==> config.mk <==
export PLATFORM = sky130hd
export DESIGN_NAME = dma_strobe_gen
export DESIGN_NICKNAME = d
export VERILOG_FILES = /design/src/rtl/dma_strobe_gen.sv
export SDC_FILE = /design/constraint.sdc
export NUM_CORES = 1
export LEC_CHECK = 0
export BUFFER_PORTS_ARGS = -buffer_cell sky130_fd_sc_hd__buf_2
export CELL_PAD_IN_SITES_DETAIL_PLACEMENT = 2
export CELL_PAD_IN_SITES_GLOBAL_PLACEMENT = 2
export CORE_MARGIN = 2
export CORE_UTILIZATION = 22
export CTS_CLUSTER_SIZE = 24
export DETAILED_ROUTE_END_ITERATION = 10
export HOLD_SLACK_MARGIN = 0.08
export PLACE_DENSITY_LB_ADDON = 0.1
export SYNTH_ARGS = -nofsm -noshare
export SYNTH_HDL_FRONTEND = slang
export SYNTH_SLANG_ARGS = --single-unit
==> constraint.sdc <==
create_clock -name clk -period 2.9 [get_ports clk]
set_clock_uncertainty 0.05 [all_clocks]
set_input_delay 0.58 -clock clk [delete_from_list [all_inputs] [get_ports clk]]
set_output_delay 0.58 -clock clk [all_outputs]
set_load 0.02 [all_outputs]
==> src/rtl/dma_strobe_gen.sv <==
module dma_strobe_gen #(
  parameter int CNT_W = 16,
  parameter int TIM_W = 4,
  parameter int BUS_W = 16
) (
  input  logic               clk,
  input  logic               rst_n,
  input  logic               req_i,
  input  logic               chan_en_i,
  input  logic               pause_i,
  input  logic               rd_dir_i,
  input  logic               dma_tim_sel_i,
  input  logic [TIM_W-1:0]   dma_tim_i,
  input  logic [TIM_W-1:0]   pio_rd_tim_i,
  input  logic [TIM_W-1:0]   pio_wr_tim_i,
  input  logic               wide_i,
  input  logic               acc16_i,
  input  logic [CNT_W-1:0]   word_cnt_i,
  input  logic [2*BUS_W-1:0] wdata_i,
  output logic [2*BUS_W-1:0] rdata_o,
  output logic               rvalid_o,
  output logic               wnext_o,
  output logic               ack_o,
  output logic               cs_n_o,
  output logic               rd_n_o,
  output logic               wr_n_o,
  output logic [BUS_W-1:0]   data_o,
  output logic               data_oe_o,
  input  logic [BUS_W-1:0]   data_i,
  output logic [BUS_W-1:0]   addr_o,
  output logic               addr_oe_o,
  input  logic [BUS_W-1:0]   addr_i
);
  localparam int LEN_W = TIM_W + 1;
  localparam int BYTE_W = 8;
  localparam logic [TIM_W-1:0] CONT_CODE = '1;
  localparam logic [1:0] S_IDLE = 2'd0, S_LOW = 2'd1, S_HIGH = 2'd2;

  logic [1:0]       state;
  logic [CNT_W-1:0] words_left;
  logic [LEN_W-1:0] low_left, len_q, len_in;
  logic             rd_q, wide_q, acc16_q, cont_q;

  logic [TIM_W-1:0] tim_pick;
  logic             rd_floor, cont_in, start, busy, beat_done, strobe;

  assign tim_pick = dma_tim_sel_i ? dma_tim_i : (rd_dir_i ? pio_rd_tim_i : pio_wr_tim_i);
  assign cont_in  = dma_tim_sel_i && (dma_tim_i == CONT_CODE);
  assign rd_floor = dma_tim_sel_i && rd_dir_i && (dma_tim_i == '0);
  assign len_in   = cont_in ? LEN_W'(1)
                            : LEN_W'(tim_pick) + LEN_W'(1) + LEN_W'(rd_floor);

  assign start     = (state == S_IDLE) && req_i && chan_en_i && (word_cnt_i != '0) && !pause_i;
  assign busy      = (state != S_IDLE);
  assign beat_done = (state == S_LOW) && !pause_i && (low_left == '0);
  assign strobe    = (state == S_LOW) && !pause_i;

  always_ff @(posedge clk or negedge rst_n) begin
    if (!rst_n) begin
      state      <= S_IDLE;
      words_left <= '0;
      low_left   <= '0;
      len_q      <= '0;
      rd_q       <= 1'b0;
      wide_q     <= 1'b0;
      acc16_q    <= 1'b0;
      cont_q     <= 1'b0;
    end else begin
      case (state)
        S_IDLE: if (start) begin
          state      <= S_LOW;
          words_left <= word_cnt_i;
          low_left   <= len_in - LEN_W'(1);
          len_q      <= len_in;
          rd_q       <= rd_dir_i;
          wide_q     <= wide_i;
          acc16_q    <= acc16_i;
          cont_q     <= cont_in;
        end
        S_LOW: if (!pause_i) begin
          if (low_left != '0) begin
            low_left <= low_left - LEN_W'(1);
          end else begin
            words_left <= words_left - CNT_W'(1);
            if (words_left == CNT_W'(1))
              state <= S_IDLE;
            else if (cont_q)
              low_left <= '0;
            else
              state <= S_HIGH;
          end
        end
        S_HIGH: if (!pause_i) begin
          state    <= S_LOW;
          low_left <= len_q - LEN_W'(1);
        end
        default: state <= S_IDLE;
      endcase
    end
  end

  assign ack_o     = busy && !pause_i;
  assign cs_n_o    = !ack_o;
  assign rd_n_o    = !(strobe && rd_q);
  assign wr_n_o    = !(strobe && !rd_q);
  assign rvalid_o  = beat_done && rd_q;
  assign wnext_o   = beat_done && !rd_q;

  assign data_oe_o = ack_o && !rd_q;
  assign addr_oe_o = ack_o && !(wide_q && rd_q);

  assign rdata_o = wide_q  ? {addr_i, data_i} :
                   acc16_q ? {{BUS_W{1'b0}}, data_i} :
                             {{(2*BUS_W-BYTE_W){1'b0}}, data_i[BYTE_W-1:0]};

  assign data_o = !data_oe_o          ? '0 :
                  (wide_q || acc16_q) ? wdata_i[BUS_W-1:0] :
                                        {{(BUS_W-BYTE_W){1'b0}}, wdata_i[BYTE_W-1:0]};

  assign addr_o = (ack_o && wide_q && !rd_q) ? wdata_i[2*BUS_W-1:BUS_W] : '0;
endmodule


==> results of run 1 <==
## placed cells by master (no fill, tap or decap), drive strengths merged, types with 7 or more instances in the layout
cell type and instances:
nor2b 11, nand2 38, and2 33, and3 19
dfrtp 32, nor3 9, inv 11, o21ai 26
buf 183, nor2 36, nor4 7, a21oi 21
## registers in the layout, indices dropped and copies added (netlist names)
signal      count
state           2
low_left        5
acc16_q         1
rd_q            1
len_q           5
words_left     16
wide_q          1
cont_q          1
## worst max-delay path: cells and delay by family
kind | cells | cell delay (ps)
adders and majority gates | 3 | 600
and+or+nand+nor | 5 | 790
AOI/OAI and AO/OA | 3 | 470
muxes | 1 | 220
buffers and inverters | 2 | 200
## per-layer routing
layer | GRT usage (%) | vias up | wire [µm]
met5 | 0 | - | 0
met4 | 3.41 | 0 | 152
met3 | 2.65 | 16 | 584
met2 | 32.9 | 79 | 6230
met1 | 20.8 | 1593 | 5010
li1 | - | 1583 | -
## per-stage QoR
stage | hold slack [ps] | area (µm²) | worst slack [ps]
final | 328 | 4010 | 201
after global routing | 394 | 4010 | 39.6
after floorplan | 234 | 2790 | 15.9
after detailed placement | 435 | 3830 | -195
after CTS | 372 | 3970 | 84.6
after global placement | 412 | 3830 | -118
## layout make-up
type,count,area (µm²)
fill,1514,8460
multi-input combinational,287,1820
timing repair buffer,183,996
sequential,32,801
tap,172,215
clock buffer,6,129
inverter,11,41.3
clock inverter,1,5.00
## where the power goes
| group | switching [mW] | total [mW] | leakage [nW] | internal [mW] |
|---|---|---|---|---|
| combinational | 1.21 | 2.00 | 1.60 | 0.798 |
| sequential | 0.232 | 0.885 | 0.395 | 0.653 |
| clock | 0.197 | 0.509 | 0.0667 | 0.312 |
## timing repair
item	4_1_cts	5_1_grt
setup buffers	0	2
endpoints found under the setup margin	0	2
gates resized for setup	0	4
hold endpoints to repair	0	0
## final timing paths
check,from,end,depth (start not counted)
setup / recovery,rd_dir_i,low_left[4],14
hold / removal,rst_n,words_left[4],1
max in group asynchronous,rst_n,cont_q,1
setup reg to reg,state[1],low_left[4],7
min in group clk,len_q[4],len_q[4],2
hold reg to reg,len_q[4],len_q[4],2
## kinds of logic after synthesis
| group | count (synthesis) | share of synthesized area [%] |
|---|---|---|
| and+or+nand+nor | 182 | 35.7 |
| AOI/OAI and AO/OA | 86 | 20.2 |
| buffers and inverters | 39 | 6.79 |
| DFF | 32 | 28.8 |
| muxes | 7 | 3.82 |
| adders and majority gates | 7 | 3.06 |
| xor gates and xnor gates | 5 | 1.57 |
==> impl_metrics.env, run 1 <==
export IMPL_yosysTopAreaCell="dfrtp_1"
export IMPL_final_layout_size_suffix_gt1_share_pct=40.2
export IMPL_vias_per_cell=4.73
export IMPL_grt_pass1_vias=3369
export IMPL_min_period_over_period_pct=93.1
export IMPL_first_pass_iters=4
export IMPL_p_leak_nw=2.06
export IMPL_cts_root_buf="clkbuf_16"
export IMPL_hold_buffers=0
export IMPL_clock_sinks=32
export IMPL_cts_tree="yes"
export IMPL_clk_insertion_delay_late_ps=280
export IMPL_clk_pin_slew_ps=60
export IMPL_worst_slew_margin_rel_pct=47.9
export IMPL_worst_path_max_delay_cell="or4b_1"
export IMPL_area_delta_synth_final_pct=44.1
export IMPL_ir_drop_mv=0.275
export IMPL_antenna_found_initial=0
export IMPL_rsz0062_at_grt="false"
export IMPL_ys_seq_area_share_pct=28.8
export IMPL_synth_edff_count=0
export IMPL_start_util_pct=22.3
export IMPL_track_usage_pct=17.4
export IMPL_hold_viol_final=0
export IMPL_tightestPinTransition_ps=782
export IMPL_ys_top_cells_by_count="38 x nand2_1, 36 x nor2_1, 33 x and2_1, 32 x dfrtp_1, 24 x o21ai_0"
export IMPL_power_total_mw=3.40
export IMPL_dpl_hpwl_um=9810
export IMPL_cpPeakStageDelay_ps=490
export IMPL_globalplace_congestion=0.806
export IMPL_drc=0
export IMPL_io_buffer_count=156
export IMPL_ys_types=60
export IMPL_ant_nets=0
export IMPL_die_w_um=116
export IMPL_ys_top_cells_by_area="dfrtp_1 29%, and2_1 7.4%, nand2_1 5.1%"
export IMPL_num_io_pins=173
export IMPL_h_tree_depth=2
export IMPL_die_area_um2=13600
export IMPL_critPathArrivalTime_ps=2860
export IMPL_min_path_type="primary input to asynchronous set/reset pin"
export IMPL_yosys_warnings=0
export IMPL_power_density_nw_per_um2=848
export IMPL_regToRegSetupSlack_ps=470
export IMPL_fmax_mhz=371
export IMPL_fin_util_pct=32.2
export IMPL_grt_max_degree=35
export IMPL_cts_buffer_depth=2
export IMPL_grt_pass1_wl_um=18300
export IMPL_netlist_area_um2=2780
export IMPL_critPathMaxFanout=4
export IMPL_placedCellCount=683
export IMPL_setup_viol=0
export IMPL_fin_cells=692
export IMPL_wire_per_inst_um=17.3
export IMPL_synth_async_sr_flop_share_pct=100
export IMPL_period_needed_ps=2700
export IMPL_synth_top_area_share_pct=28.8
export IMPL_finalSetupTns_ps=0
export IMPL_rows=41
export IMPL_numCtsBuffers=5
export IMPL_initialDrtViolationCount=92
export IMPL_die_h_um=116
export IMPL_num_vias=3271
export IMPL_fin_nets=627
export IMPL_synth_ff_type="dfrtp_1"
export IMPL_avgSynthCellArea_um2=7.77
export IMPL_endpoint_kind="flop"
export IMPL_drt_total_wl_um=12000
export IMPL_syn_nets=465
export IMPL_overflow=0
export IMPL_syn_inst=358
export IMPL_cp_start_kind="primary input"
export IMPL_design_core_area_um2=12500
export IMPL_ys_ff_latch=32
export IMPL_drv_cap=0
export IMPL_drv_slew=0
export IMPL_required_ps=3060
export IMPL_crit_type="primary input to flop"
export IMPL_yosysMostFrequentCell="nand2_1"
export IMPL_status="finished clean"
export IMPL_cp_cell_sequence="buf_2 > mux2i_1 > nor2_1 > a21oi_2 > ha_2 > inv_1 > ha_4 > nand2_1 > o21a_1 > ha_2 > nand2_1 > o2bb2a_4 > or4b_1 > nand3_1"
export IMPL_diodes=0
Power figures use the tool's default switching activity.
==> inputs of run 2 (changes only) <==
--- a/config.mk
+++ b/config.mk
@@ -13,7 +13,7 @@
 export CTS_CLUSTER_SIZE = 24
 export DETAILED_ROUTE_END_ITERATION = 10
 export HOLD_SLACK_MARGIN = 0.08
-export PLACE_DENSITY_LB_ADDON = 0.1
+export PLACE_DENSITY_LB_ADDON = 0.08
 export SYNTH_ARGS = -nofsm -noshare
 export SYNTH_HDL_FRONTEND = slang
 export SYNTH_SLANG_ARGS = --single-unit
==> impl_metrics.env, run 2 (same netlist as run 1, synthesis figures left out) <==
export IMPL_critPathArrivalTime_ps=2820
export IMPL_critPathMaxFanout=4
export IMPL_worst_path_max_delay_cell="or4b_1"
export IMPL_mostFrequentLayoutCell="buf_2"
export IMPL_endpoint_kind="flop"
export IMPL_globalplace_congestion=0.792
export IMPL_start_util_pct=22.3
export IMPL_drt_total_wl_um=12300
export IMPL_cp_buffers_inverters=2
export IMPL_crit_family="simple AND/OR/NAND/NOR gates"
export IMPL_wire_per_inst_um=17.8
export IMPL_worst_slew_margin_rel_pct=46.1
export IMPL_required_ps=3060
export IMPL_whs_ps=343
export IMPL_clk_insertion_delay_late_ps=280
export IMPL_cpPeakStageDelay_ps=490
export IMPL_cts_tree="yes"
export IMPL_rsz0062_at_grt="false"
export IMPL_num_io_pins=173
export IMPL_grt_max_degree=35
export IMPL_antenna_found_initial=0
export IMPL_clk_pin_slew_ps=60
export IMPL_r2r_end="words_left[14]"
export IMPL_crit_path_start="rd_dir_i"
export IMPL_grt_pass1_vias=3410
export IMPL_fillCellCount=1494
export IMPL_track_usage_pct=18.0
export IMPL_numCtsBuffers=5
export IMPL_power_share_clock_pct=15.6
export IMPL_dpl_hpwl_um=10100
export IMPL_min_period_over_period_pct=91.9
export IMPL_tightestPinTransition_ps=808
export IMPL_design_core_area_um2=12500
export IMPL_pwr_share_comb_pct=58.5
export IMPL_intPower_mw=1.79
export IMPL_crit_type="primary input to flop"
export IMPL_hold_viol_final=0
export IMPL_drv_slew=0
export IMPL_setup_worst_path_end="low_left[4]"
export IMPL_regToRegSetupSlack_ps=500
export IMPL_power_frac_seq_pct=25.9
export IMPL_period_needed_ps=2670
export IMPL_drv_cap=0
export IMPL_fin_nets=624
export IMPL_cp_cell_sequence="buf_2 > mux2i_1 > nor2_1 > a21oi_1 > ha_2 > inv_1 > ha_4 > nand2_2 > o21a_1 > ha_2 > nand2_1 > o2bb2a_4 > or4b_1 > nand3_1"
export IMPL_area_delta_synth_final_pct=43.3
export IMPL_cp_start_kind="primary input"
export IMPL_largest_register_ffs=16
export IMPL_power_density_nw_per_um2=862
export IMPL_cts_buffer_depth=2
export IMPL_status="finished clean"
export IMPL_io_buffer_count=156
export IMPL_top_register="words_left"
export IMPL_crit_top_cell="ha_2"
export IMPL_largest_registers="words_left (16), len_q (5), low_left (5)"
export IMPL_vias_per_cell=4.76
export IMPL_ant_nets=0
export IMPL_rr_worst_depth=8
export IMPL_num_vias=3284
export IMPL_h_tree_depth=2
export IMPL_grt_pass1_wl_um=18900
export IMPL_first_pass_iters=4
export IMPL_clock_sinks=32
export IMPL_switching_power_mw=1.64
export IMPL_diodes=0
export IMPL_fmax_mhz=375
export IMPL_layout_common_cells="156 x buf_2, 37 x nand2_1, 36 x nor2_1, 33 x and2_1, 32 x dfrtp_1"
export IMPL_initialDrtViolationCount=83
export IMPL_die_area_um2=13600
export IMPL_p_leak_nw=2.04
export IMPL_final_layout_size_suffix_gt1_share_pct=39.8
export IMPL_die_h_um=116
export IMPL_die_w_um=116
export IMPL_rows=41
export IMPL_switching_share_pct=47.8
export IMPL_cts_root_buf="clkbuf_16"
export IMPL_drc=0
export IMPL_ir_drop_mv=0.283
export IMPL_setup_viol=0
export IMPL_min_path_type="primary input to asynchronous set/reset pin"
export IMPL_power_total_mw=3.44
export IMPL_r2r_start="words_left[0]"
export IMPL_overflow=0
export IMPL_path_depth=14
==> run 2: changes by cell type in the layout (fill, tap and decap cells not counted) <==
cell / change
clkbuf_1: +1
nand2_2: +1
buf_4: -2
a21oi_2: -1
clkbuf_8: +1
a21oi_1: +1
nand2_1: -1
buf_12: -1
clkinv_2: -1
==> run 2: worst min-delay path by stage <==
stage             start            end  depth (start not counted)
6_report          rst_n  words_left[3]                          1
5_1_grt           rst_n  words_left[4]                          1
4_1_cts           rst_n  words_left[3]                          1
3_5_place_dp   len_q[4]       len_q[4]                          2
3_3_place_gp   len_q[4]       len_q[4]                          2
2_1_floorplan     rst_n        acc16_q                          0
==> run 2: layout make-up <==
class	count	area, µm²	share of cell area (%)
Tap cell	172	215	5.40
Timing Repair Buffer	180	961	24.1
Inverter	11	41.3	1.04
Clock buffer	8	146	3.67
Sequential cell	32	801	20.1
Multi-Input combinational cell	287	1820	45.7
==> run 2: power groups by stage <==
stage | registers, mW | clock network (mW) | logic (mW)
after detailed placement | 0.898 | 0 | 2.05
final | 0.889 | 0.538 | 2.01
after CTS | 0.892 | 0.556 | 2.05
after global routing | 0.931 | 0.571 | 2.26
after floorplan | 0.811 | 0 | 1.37
after global placement | 0.884 | 0 | 1.98
==> run 2: metrics by stage <==
step / std cells / setup TNS (ps) / util [%] / setup slack, ps / cell area, µm²
after global routing: 690 / 0 / 32.0 / 17.4 / 3990
after detailed placement: 682 / -316 / 30.6 / -193 / 3810
after CTS: 690 / 0 / 31.8 / 83.5 / 3960
after global placement: 682 / -119 / 30.6 / -112 / 3810
after floorplan: 358 / 0 / - / 15.9 / 2790
final: 690 / 0 / 32.0 / 234 / 3990
==> run 2: layer usage <==
metal / up-vias / wire, µm / track usage [%]
met1: 1603 / 5170 / 21.9
li1: 1584 / - / -
met3: 14 / 597 / 2.59
met5: - / 0 / 0
met2: 83 / 6350 / 33.7
met4: 0 / 156 / 3.41
==> run 2: repair_timing <==
action	CTS	global route
setup endpoints to repair	0	3
setup buffers	0	0
hold buffers	0	0
resized for setup	0	4
==> inputs of run 3 (changes only) <==
--- a/config.mk
+++ b/config.mk
@@ -14,6 +14,7 @@
 export DETAILED_ROUTE_END_ITERATION = 10
 export HOLD_SLACK_MARGIN = 0.08
 export PLACE_DENSITY_LB_ADDON = 0.08
+export REMOVE_ABC_BUFFERS = 1
 export SYNTH_ARGS = -nofsm -noshare
 export SYNTH_HDL_FRONTEND = slang
 export SYNTH_SLANG_ARGS = --single-unit
==> impl_metrics.env, run 3 (same netlist as run 1, synthesis figures left out) <==
export IMPL_initialDrtViolationCount=105
export IMPL_multi_input_area_um2=1800
export IMPL_wire_per_inst_um=17.1
export IMPL_status="finished clean"
export IMPL_drv_slew=0
export IMPL_dpl_hpwl_um=9430
export IMPL_min_period_over_period_pct=93.6
export IMPL_track_usage_pct=17.0
export IMPL_area_delta_synth_final_pct=41.6
export IMPL_largest_register_ffs=16
export IMPL_placed_cell_area_um2=3790
export IMPL_post_cts_buffers=0
export IMPL_clk_insertion_delay_late_ps=280
export IMPL_num_vias=3257
export IMPL_fillCellCount=1478
export IMPL_top_register="words_left"
export IMPL_design_area_um2=3940
export IMPL_cp_start_kind="primary input"
export IMPL_layout_common_cells="156 x buf_2, 38 x nand2_1, 36 x nor2_1, 33 x and2_1, 32 x dfrtp_1"
export IMPL_seq_area_um2=801
export IMPL_fin_nets=622
export IMPL_final_layout_size_suffix_gt1_share_pct=38.8
export IMPL_first_pass_iters=4
export IMPL_numCtsBuffers=5
export IMPL_drt_total_wl_um=11800
export IMPL_hold_buffers=0
export IMPL_cp_cell_sequence="buf_2 > mux2i_1 > nor2_1 > a21oi_1 > ha_1 > inv_1 > ha_1 > nand2_1 > o21a_1 > ha_1 > nand2_1 > o2bb2a_4 > or4b_1 > nand3_1"
export IMPL_rr_worst_depth=9
export IMPL_setup_viol=0
export IMPL_cts_root_buf="clkbuf_16"
export IMPL_globalplace_congestion=0.724
export IMPL_io_buffer_count=156
export IMPL_min_path_type="primary input to asynchronous set/reset pin"
export IMPL_period_needed_ps=2710
export IMPL_diodes=0
export IMPL_critPathMaxFanout=3
export IMPL_mostFrequentLayoutCell="buf_2"
export IMPL_die_area_um2=13600
export IMPL_start_util_pct=22.3
export IMPL_design_core_area_um2=12500
export IMPL_cpPeakStageDelay_ps=500
export IMPL_crit_type="primary input to flop"
export IMPL_die_w_um=116
export IMPL_hold_viol_final=0
export IMPL_ir_drop_mv=0.318
export IMPL_required_ps=3060
export IMPL_largest_registers="words_left (16), len_q (5), low_left (5)"
export IMPL_wl_met2_um=6060
export IMPL_endpoint_kind="flop"
export IMPL_overflow=0
export IMPL_wl_met3_um=547
export IMPL_fmax_mhz=369
export IMPL_ctsResizeCount=0
export IMPL_top_layer="met5"
export IMPL_rsz0062_at_grt="false"
export IMPL_worst_slew_margin_rel_pct=43.6
export IMPL_worst_path_max_delay_cell="or4b_1"
export IMPL_drv_cap=0
export IMPL_clock_sinks=32
export IMPL_p_leak_nw=2.03
export IMPL_grt_pass1_wl_um=18000
export IMPL_h_tree_depth=2
export IMPL_critPathArrivalTime_ps=2880
export IMPL_die_h_um=116
export IMPL_rows=41
export IMPL_grt_max_degree=35
export IMPL_antenna_found_initial=1
export IMPL_clk_pin_slew_ps=60
export IMPL_num_io_pins=173
export IMPL_power_total_mw=3.37
export IMPL_ant_nets=0
export IMPL_power_density_nw_per_um2=855
export IMPL_crit_top_cell="ha_1"
export IMPL_cts_buffer_depth=2
export IMPL_wl_met1_um=5010
export IMPL_vias_per_cell=4.74
export IMPL_tightestPinTransition_ps=846
export IMPL_grt_pass1_vias=3379
export IMPL_cts_tree="yes"
export IMPL_drc=0
## run 3: cell types whose count changed in the layout (fill, tap and decap cells not counted), moves of 2 or more
| cell | delta |
|---|---|
| ha_1 | +3 |
| buf_4 | -2 |
| clkbuf_1 | -2 |
| ha_2 | -2 |
## run 3: critical path: cells and delay by family
family / cells / cell delay [ps]
muxes: 1 / 180
AOI/OAI and AO/OA: 3 / 480
buffers and inverters: 2 / 160
adders and majority gates: 3 / 650
and+or+nand+nor: 5 / 820
## run 3: worst paths after layout
check                      slack (ps)         from            end
min in group clk                  430      acc16_q        acc16_q
hold reg to reg                   430      acc16_q        acc16_q
setup / recovery                  190     rd_dir_i    low_left[4]
max in group asynchronous        1900        rst_n           rd_q
hold / removal                    350        rst_n  words_left[8]
setup reg to reg                  380  low_left[0]    low_left[3]
## run 3: area by class of cell
| cell class | instances | share of cell area, % |
|---|---|---|
| Multi-Input combinational cell | 287 | 45.6 |
| Timing Repair Buffer | 178 | 24.0 |
| Clock buffer | 5 | 3.18 |
| Clock inverter | 2 | 0.318 |
| Sequential cell | 32 | 20.3 |
| Tap cell | 172 | 5.46 |
| Inverter | 11 | 1.05 |
## run 3: per-stage QoR
step                utilization [%]  setup slack (ps)  hold slack [ps]  cells  TNS, ps
finish                         31.6               187              354    687        0
global route                   31.6              5.06              421    687        0
CTS                            31.5               114              394    687        0
detailed placement             30.4              -170              432    680     -224
global placement               30.4             -91.2              415    680    -91.2
floorplan                         -              82.6              234    330        0
## run 3: where the power goes
group	internal, mW	switching [mW]	total, mW	leakage (nW)
sequential	0.653	0.245	0.898	0.395
clock	0.312	0.205	0.517	0.0657
combinational	0.774	1.18	1.95	1.57
## run 3: per-layer routing
metal	up-vias	track usage, %
met5	-	0
met4	2	3.17
met3	11	3.53
met2	72	30.4
met1	1591	21.1
li1	1581	-
